$ cat src/rtl/cstk_pkg.sv
// Package: command codes and the decoded action set shared by the stack blocks.
// Assumes cmd_op is sampled only while cmd_valid is high.
package cstk_pkg;

    typedef enum logic [2:0] {
        OP_NOP  = 3'd0,
        OP_PUSH = 3'd1,
        OP_POP  = 3'd2,
        OP_MARK = 3'd3,
        OP_CALL = 3'd4,
        OP_RET  = 3'd5
    } stk_op_e;

    // One bit per action the datapath may take in a cycle
    typedef struct packed {
        logic push;
        logic pop;
        logic mark;
        logic call;
        logic ret;
        logic ovf;
        logic unf;
        logic ferr;
    } stk_act_t;

endpackage

$ cat src/rtl/cstk_decode.sv
// Decoder: turns a command and the stack state into legal actions or errors.
// Assumes full and empty are never both high. Codes 0, 6 and 7 decode to nothing.
module cstk_decode
    import cstk_pkg::*;
(
    input  logic     cmd_valid,
    input  logic [2:0] cmd_op,
    input  logic     full,
    input  logic     empty,
    input  logic     pend_hit,
    output stk_act_t act
);

    // Classify the command against full/empty/pending-slot conditions
    always_comb begin
        act = '0;
        if (cmd_valid) begin
            case (cmd_op)
                OP_PUSH: begin
                    act.push = !full;
                    act.ovf  = full;
                end
                OP_MARK: begin
                    act.mark = !full;
                    act.ovf  = full;
                end
                OP_POP: begin
                    act.pop  = !empty;
                    act.unf  = empty;
                end
                OP_RET: begin
                    act.ret  = !empty;
                    act.unf  = empty;
                end
                OP_CALL: begin
                    act.call = pend_hit;
                    act.ferr = !pend_hit;
                end
                default: act = '0;
            endcase
        end
    end

endmodule

$ cat src/rtl/cstk_ptr.sv
// Stack pointer: counts stored entries (0..DEPTH) and flags full/empty.
// Assumes the caller never asserts inc when full or dec when empty.
module cstk_ptr #(
    parameter int DEPTH = 16,
    localparam int PTR_W = $clog2(DEPTH) + 1
) (
    input  logic             clk,
    input  logic             rst_n,
    input  logic             inc,
    input  logic             dec,
    output logic [PTR_W-1:0] sp,
    output logic             full,
    output logic             empty
);

    localparam logic [PTR_W-1:0] ONE   = PTR_W'(1);
    localparam logic [PTR_W-1:0] LIMIT = PTR_W'(DEPTH);

    // Move the pointer up on a store, down on a removal
    always_ff @(posedge clk) begin
        if (!rst_n) begin
            sp <= '0;
        end else if (inc && !dec) begin
            sp <= sp + ONE;
        end else if (dec && !inc) begin
            sp <= sp - ONE;
        end
    end

    // Derive occupancy flags from the count
    always_comb begin
        full  = (sp == LIMIT);
        empty = (sp == '0);
    end

endmodule

$ cat src/rtl/cstk_frame.sv
// Frame tracker: one bit per slot marks a reserved slot that no call has filled.
// Finds the highest such slot below the pointer. Assumes set, clear-top and fill
// never name the same slot in one cycle (the decoder allows one action per cycle).
module cstk_frame #(
    parameter int DEPTH = 16,
    localparam int IDX_W = $clog2(DEPTH),
    localparam int PTR_W = IDX_W + 1
) (
    input  logic             clk,
    input  logic             rst_n,
    input  logic [PTR_W-1:0] sp,
    input  logic             set_en,
    input  logic             clr_top_en,
    input  logic             fill_en,
    output logic             hit,
    output logic [IDX_W-1:0] hit_idx
);

    logic [DEPTH-1:0] pend;
    logic [IDX_W-1:0] new_idx;
    logic [IDX_W-1:0] top_idx;

    // Slot claimed by a reserve, and slot removed by a pop or return
    always_comb begin
        new_idx = sp[IDX_W-1:0];
        top_idx = sp[IDX_W-1:0] - IDX_W'(1);
    end

    // Priority search: the highest pending slot under the pointer wins
    always_comb begin
        hit     = 1'b0;
        hit_idx = '0;
        for (int i = 0; i < DEPTH; i++) begin
            if (pend[i] && (PTR_W'(i) < sp)) begin
                hit     = 1'b1;
                hit_idx = IDX_W'(i);
            end
        end
    end

    // Maintain pending marks on reserve, fill and removal
    always_ff @(posedge clk) begin
        if (!rst_n) begin
            pend <= '0;
        end else begin
            if (set_en) begin
                pend[new_idx] <= 1'b1;
            end
            if (clr_top_en) begin
                pend[top_idx] <= 1'b0;
            end
            if (fill_en) begin
                pend[hit_idx] <= 1'b0;
            end
        end
    end

endmodule

$ cat src/rtl/cstk_store.sv
// Entry storage: DEPTH words, one write port, one asynchronous read port.
// Assumes contents are meaningful only below the pointer, so the array has no reset.
module cstk_store #(
    parameter int DEPTH  = 16,
    parameter int DATA_W = 16,
    localparam int IDX_W = $clog2(DEPTH)
) (
    input  logic              clk,
    input  logic              we,
    input  logic [IDX_W-1:0]  waddr,
    input  logic [DATA_W-1:0] wdata,
    input  logic [IDX_W-1:0]  raddr,
    output logic [DATA_W-1:0] rdata
);

    logic [DATA_W-1:0] mem [DEPTH];

    // Write one entry per cycle
    always_ff @(posedge clk) begin
        if (we) begin
            mem[waddr] <= wdata;
        end
    end

    // Read the addressed entry combinationally
    always_comb begin
        rdata = mem[raddr];
    end

endmodule

$ cat src/rtl/call_stack_unit.sv
// Call stack top: pushes, pops, two-step call (reserve then fill) and return.
// Assumes PC_W <= DATA_W and one command per cycle from the decoder. All request
// and error outputs are registered one-cycle pulses.
module call_stack_unit
    import cstk_pkg::*;
#(
    parameter int DEPTH     = 16,
    parameter int DATA_W    = 16,
    parameter int PC_W      = 12,
    parameter int REG_IDX_W = 5
) (
    input  logic                    clk,
    input  logic                    rst_n,
    input  logic                    cmd_valid,
    input  logic [2:0]              cmd_op,
    input  logic                    src_is_imm,
    input  logic [DATA_W-1:0]       imm_data,
    input  logic [DATA_W-1:0]       reg_data,
    input  logic [REG_IDX_W-1:0]    dst_idx,
    input  logic [PC_W-1:0]         cur_pc,
    input  logic [PC_W-1:0]         tgt_pc,
    output logic                    rf_we,
    output logic [REG_IDX_W-1:0]    rf_idx,
    output logic [DATA_W-1:0]       rf_data,
    output logic                    pc_load,
    output logic [PC_W-1:0]         pc_value,
    output logic [$clog2(DEPTH):0]  sp_out,
    output logic                    stk_empty,
    output logic                    stk_full,
    output logic                    err_underflow,
    output logic                    err_overflow,
    output logic                    err_frame
);

    localparam int IDX_W = $clog2(DEPTH);
    localparam int PTR_W = IDX_W + 1;

    stk_act_t          act;
    logic [PTR_W-1:0]  sp;
    logic              full;
    logic              empty;
    logic              pend_hit;
    logic [IDX_W-1:0]  pend_idx;
    logic              st_we;
    logic [IDX_W-1:0]  st_waddr;
    logic [DATA_W-1:0] st_wdata;
    logic [IDX_W-1:0]  top_idx;
    logic [DATA_W-1:0] top_data;
    logic [PC_W-1:0]   ret_addr;

    cstk_decode u_dec (
        .cmd_valid (cmd_valid),
        .cmd_op    (cmd_op),
        .full      (full),
        .empty     (empty),
        .pend_hit  (pend_hit),
        .act       (act)
    );

    cstk_ptr #(.DEPTH(DEPTH)) u_ptr (
        .clk   (clk),
        .rst_n (rst_n),
        .inc   (act.push | act.mark),
        .dec   (act.pop | act.ret),
        .sp    (sp),
        .full  (full),
        .empty (empty)
    );

    cstk_frame #(.DEPTH(DEPTH)) u_frame (
        .clk        (clk),
        .rst_n      (rst_n),
        .sp         (sp),
        .set_en     (act.mark),
        .clr_top_en (act.pop | act.ret),
        .fill_en    (act.call),
        .hit        (pend_hit),
        .hit_idx    (pend_idx)
    );

    cstk_store #(.DEPTH(DEPTH), .DATA_W(DATA_W)) u_store (
        .clk   (clk),
        .we    (st_we),
        .waddr (st_waddr),
        .wdata (st_wdata),
        .raddr (top_idx),
        .rdata (top_data)
    );

    // Select the storage write: push value, zero placeholder, or return address
    always_comb begin
        ret_addr = cur_pc + PC_W'(1);
        top_idx  = sp[IDX_W-1:0] - IDX_W'(1);
        st_we    = act.push | act.mark | act.call;
        st_waddr = act.call ? pend_idx : sp[IDX_W-1:0];
        if (act.push) begin
            st_wdata = src_is_imm ? imm_data : reg_data;
        end else if (act.call) begin
            st_wdata = DATA_W'(ret_addr);
        end else begin
            st_wdata = '0;
        end
    end

    // Register the request and error pulses
    always_ff @(posedge clk) begin
        if (!rst_n) begin
            rf_we         <= 1'b0;
            rf_idx        <= '0;
            rf_data       <= '0;
            pc_load       <= 1'b0;
            pc_value      <= '0;
            err_underflow <= 1'b0;
            err_overflow  <= 1'b0;
            err_frame     <= 1'b0;
        end else begin
            rf_we         <= act.pop;
            rf_idx        <= act.pop ? dst_idx : '0;
            rf_data       <= act.pop ? top_data : '0;
            pc_load       <= act.call | act.ret;
            if (act.call) begin
                pc_value <= tgt_pc;
            end else if (act.ret) begin
                pc_value <= top_data[PC_W-1:0];
            end else begin
                pc_value <= '0;
            end
            err_underflow <= act.unf;
            err_overflow  <= act.ovf;
            err_frame     <= act.ferr;
        end
    end

    // Expose pointer state
    always_comb begin
        sp_out    = sp;
        stk_empty = empty;
        stk_full  = full;
    end

endmodule

$ cat config.mk
export PLATFORM = sky130hd
export DESIGN_NAME = call_stack_unit
export DESIGN_NICKNAME = d
export VERILOG_FILES = /design/src/rtl/cstk_pkg.sv /design/src/rtl/cstk_decode.sv /design/src/rtl/cstk_ptr.sv /design/src/rtl/cstk_frame.sv /design/src/rtl/cstk_store.sv /design/src/rtl/call_stack_unit.sv
export SDC_FILE = /design/constraint.sdc
export NUM_CORES = 1
export LEC_CHECK = 0
export ABC_CLOCK_PERIOD_IN_PS = 6530
export BUFFER_PORTS_ARGS = -buffer_cell sky130_fd_sc_hd__buf_2
export CORE_UTILIZATION = 48
export DETAILED_ROUTE_END_ITERATION = 12
export PLACE_DENSITY = 0.71
export SETUP_SLACK_MARGIN = 0.5
export SYNTH_ARGS = -nofsm -noshare
export SYNTH_HDL_FRONTEND = slang
export SYNTH_SLANG_ARGS = --single-unit
$ cat constraint.sdc
create_clock -name clk -period 6.53 [get_ports clk]
set_input_delay 0.9795 -clock clk [delete_from_list [all_inputs] [get_ports clk]]
set_output_delay 0.9795 -clock clk [all_outputs]
set_load 0.005 [all_outputs]
==> impl_results.md <==
* Status: finished clean
* Gate Count Post-Synth at 798
* Power Dens Cells at 311 nW/um^2
* Initial antenna violation count at 0
* Max incr delay on CP at 1180 ps
* RR Endpoint: u_store.mem[15][8]$_DFFE_PP_
* Power Total at 0.00486 W
* Post-route setup TNS at 0 ps
* Seq cells post-synth at 315
* DR WL/cell at 24.7 um
* Num rows at 60
* Min Tclk post-route at 4600 ps
* Critical path endpoint category: register
* RSZ-0062 raised after global routing: no
* Peak VDD IR at 0.166 mV
* Dpl hpwl at 20.3 mm
* Critical R2R Launch: u_ptr.sp[0]$_SDFFE_PN0P_
* DP Area at 14500 um^2
* Number of port buffers at 112
* Clock Pin Slew Worst Setup and Hold Paths at 60 ps
* Setup bufs post-CTS at 0
* Int Pwr at 0.00367 W
* Grt total ovfl at 0
* Main combinational cell family by area after synthesis: multiplexers
* Syn Area/Cell at 16.9 um^2
* Worst hold path depth at 2
* Yosys warns at 0
* Mux contribution to synthesized area at 15.2%
* Dominant cell type by area after synthesis: edfxtp_1
* Initial DRC count at 770
* Mapped cell area at 13500 um^2
* P_leak at 5.35 nW
* Std-Cell Core Area at 27300 um^2
* Share of layout cells above drive strength 1 at 34.2%
* Worst skew pair latency at 570 ps
* Switching power total at 0.00119 W
* RePlAce Congestion at 0.908
* IO Count at 113
* Sink Count at 315
* DR DRC count at 0
* Worst-case hold path end point: u_frame.pend[4]$_SDFF_PN0_
* Hold Path Class: reg -> reg
* CTS tree: built
* First-pass GRT wire length at 48.7 mm
* Clock Power Share at 39.6%
* Dpl ws at 2040 ps
* Post-synthesis async set-or-reset flop share at 0%
* Sequential fraction of the synthesis area at 65.7%
* Worst setup margin at 1930 ps
* Final setup vio count at 0
* Overall die height at 170 um
* Post-synthesis compound-gate area fraction at 8.60%
* Reg-to-reg slack, setup at 1930 ps
* Worst Path Buf+Inv at 1
* Number of global-route vias before repair at 7889
* Synth area leaders: edfxtp_1, mux4_2, dfxtp_1
* Root buffer cell: clkbuf_16
* Synth top area share at 57.0%
* Cell Chain, Critical Path: inv_1 > ha_2 > nor4b_2 > nor4b_1 > nand2b_1 > o22ai_1
* Maxcap violations at 0
* Xor/xnor share of the synthesized area at 1.09%
* Post_cts resized at 0
* Main flop type after synthesis: edfxtp_1
* Max-slew violation count at 0
* Sw frac at 24.4%
* Final Hold Viols at 0
* Final worst path period share at 70.5%
* Total GRT Usage at 23.0%
* WP data arrival at 4800 ps
* Die area at 28800 um^2
* Largest delay contributor family on the critical path: simple AND/OR/NAND/NOR gates
* Design Area, Final at 15600 um^2
* Vias post-DR at 7993
* Antenna Cells at 0
* Bufs on Longest Clock Path at 3
* Final Net Count at 995
* Total CTS buffers at 31
* Proportion of power drawn by combinational gates at 14.8%
* Maximum number of pins on one net before global-route repair at 46
* WS Path Type: reg -> reg
* Max-slew headroom at 17.3%
* DR vias/cell at 6.07
* Synth Area in Simple Gates at 6.40%
* Crit-path max FO at 41
* Worst Path Required at 6720 ps
* Reg2Reg Depth at 6
* 1st-pass router iterations at 5
* H-tree level count at 1
* Final ANT Viol Nets at 0
* FMAX at 217 MHz
* Drt total wl at 32.5 mm
* Worst slew pin tran at 1240 ps
* Clock skew at 35.3 ps
* Reg power frac at 45.6%
* Fin cells at 1316
* Placed Cells at 1259
* Synth unique cells at 82
* Starting Density at 49.5%
* HP Start: u_frame.pend[4]$_SDFF_PN0_
* Post-CTS Hold Fix Bufs at 0
* Layout area overhead at 15.7%
* Die Wd at 170 um
* Post-Synth Adder-Cell Area at 0.649%
* Slowest-stage cell, CP: o22ai_1
* Syn nets at 873
* Post-synth EDFFs at 256
* CP startpoint kind: register
power by group through the flow:
stage | Clock, W | Combinational [W] | Sequential (W)
finish | 0.00192 | 0.000719 | 0.00221
global route | 0.00201 | 0.000766 | 0.00222
CTS | 0.00194 | 0.000718 | 0.00221
detailed placement | 0 | 0.000714 | 0.00226
global placement | 0 | 0.000712 | 0.00226
floorplan | 0 | 0.000534 | 0.00223
per-layer routing:
layer / global-route usage, % / wire (um)
met1: 31.4 / 13600
met5: 0 / 0
met4: 7.32 / 901
met3: 3.78 / 2320
met2: 37.8 / 15700
synthesized netlist by cell type, drive strengths merged, types with 4 or more instances:
master,n
mux4,76
xnor2,6
inv,10
nor2,32
nor4b,4
mux2i,34
a211oi,24
edfxtp,256
ha,7
a21oi,37
and2,24
o211ai,5
nand3,13
nor3,17
clkbuf,16
nand2,23
o22ai,12
or2,4
xor2,10
nor2b,5
buf,30
dfxtp,59
or3,4
o21ai,23
a2111oi,9
how the worst max path moves through the flow:
stage,start,end,slack [ps],cells after the start
floorplan,u_ptr.sp[0]$_SDFFE_PN0P_,u_store.mem[14][0]$_DFFE_PP_,2020,12
global placement,u_ptr.sp[0]$_SDFFE_PN0P_,u_store.mem[4][5]$_DFFE_PP_,2250,6
detailed placement,u_ptr.sp[0]$_SDFFE_PN0P_,u_store.mem[2][5]$_DFFE_PP_,2040,6
CTS,u_ptr.sp[0]$_SDFFE_PN0P_,u_store.mem[8][5]$_DFFE_PP_,1960,6
global route,u_ptr.sp[0]$_SDFFE_PN0P_,u_store.mem[5][8]$_DFFE_PP_,1510,6
finish,u_ptr.sp[0]$_SDFFE_PN0P_,u_store.mem[15][8]$_DFFE_PP_,1930,6
state kept, by name (all words and copies together) (netlist names):
register       count
err_frame          1
rf_idx             5
pc_load            1
u_frame.pend      16
err_overflow       1
pc_value          12
u_store.mem      256
err_underflow      1
u_ptr.sp           5
rf_data           16
rf_we              1
cell type report:
cell class	count	area, um^2
well taps	372	465
multi-input cells	427	4390
fillers	2036	11600
inverters	10	37.5
flip-flops and latches	315	8870
clock buffers	34	787
repair buffers	135	733
clock inverters	23	318
worst reg2reg max path, cell delays in order, from the launching register on:
cell and delay [ps]:
dfxtp_4 800, inv_1 250, ha_2 370, nor4b_2 240
nor4b_1 670, nand2b_1 710, o22ai_1 1190
kinds of logic (layout without fill, tap and decap cells):
logic type / Yosys count / count (layout)
AOI/OAI and AO/OA: 145 / 145
DFF: 315 / 315
adders and majority gates: 7 / 7
muxes: 110 / 110
xor gates and xnor gates: 16 / 16
buffers and inverters: 56 / 202
and+or+nand+nor: 149 / 149
placed cells by master (no fill, tap or decap), drive strengths merged, types with 4 or more instances in the layout:
cell type / netlist / final
or2: 4 / 4
nor2b: 5 / 5
nor2: 32 / 32
xor2: 10 / 10
dfxtp: 59 / 59
buf: 30 / 135
o211ai: 5 / 5
mux4: 76 / 76
nand3: 13 / 13
and2: 24 / 24
a211oi: 24 / 24
o21ai: 23 / 23
edfxtp: 256 / 256
a2111oi: 9 / 9
nor3: 17 / 17
a21oi: 37 / 37
nand2: 23 / 23
clkbuf: 16 / 34
or3: 4 / 4
bufinv: 0 / 8
mux2i: 34 / 34
inv: 10 / 12
nor4b: 4 / 4
ha: 7 / 7
clkinv: 0 / 12
o22ai: 12 / 12
xnor2: 6 / 6
metrics by stage:
step	hold slack, ps	utilization, %
finish	547	57.3
global route	578	57.3
CTS	544	57.3
detailed placement	532	53.2
global placement	535	53.2
floorplan	505	-
(Power assumes the default switching activity.)
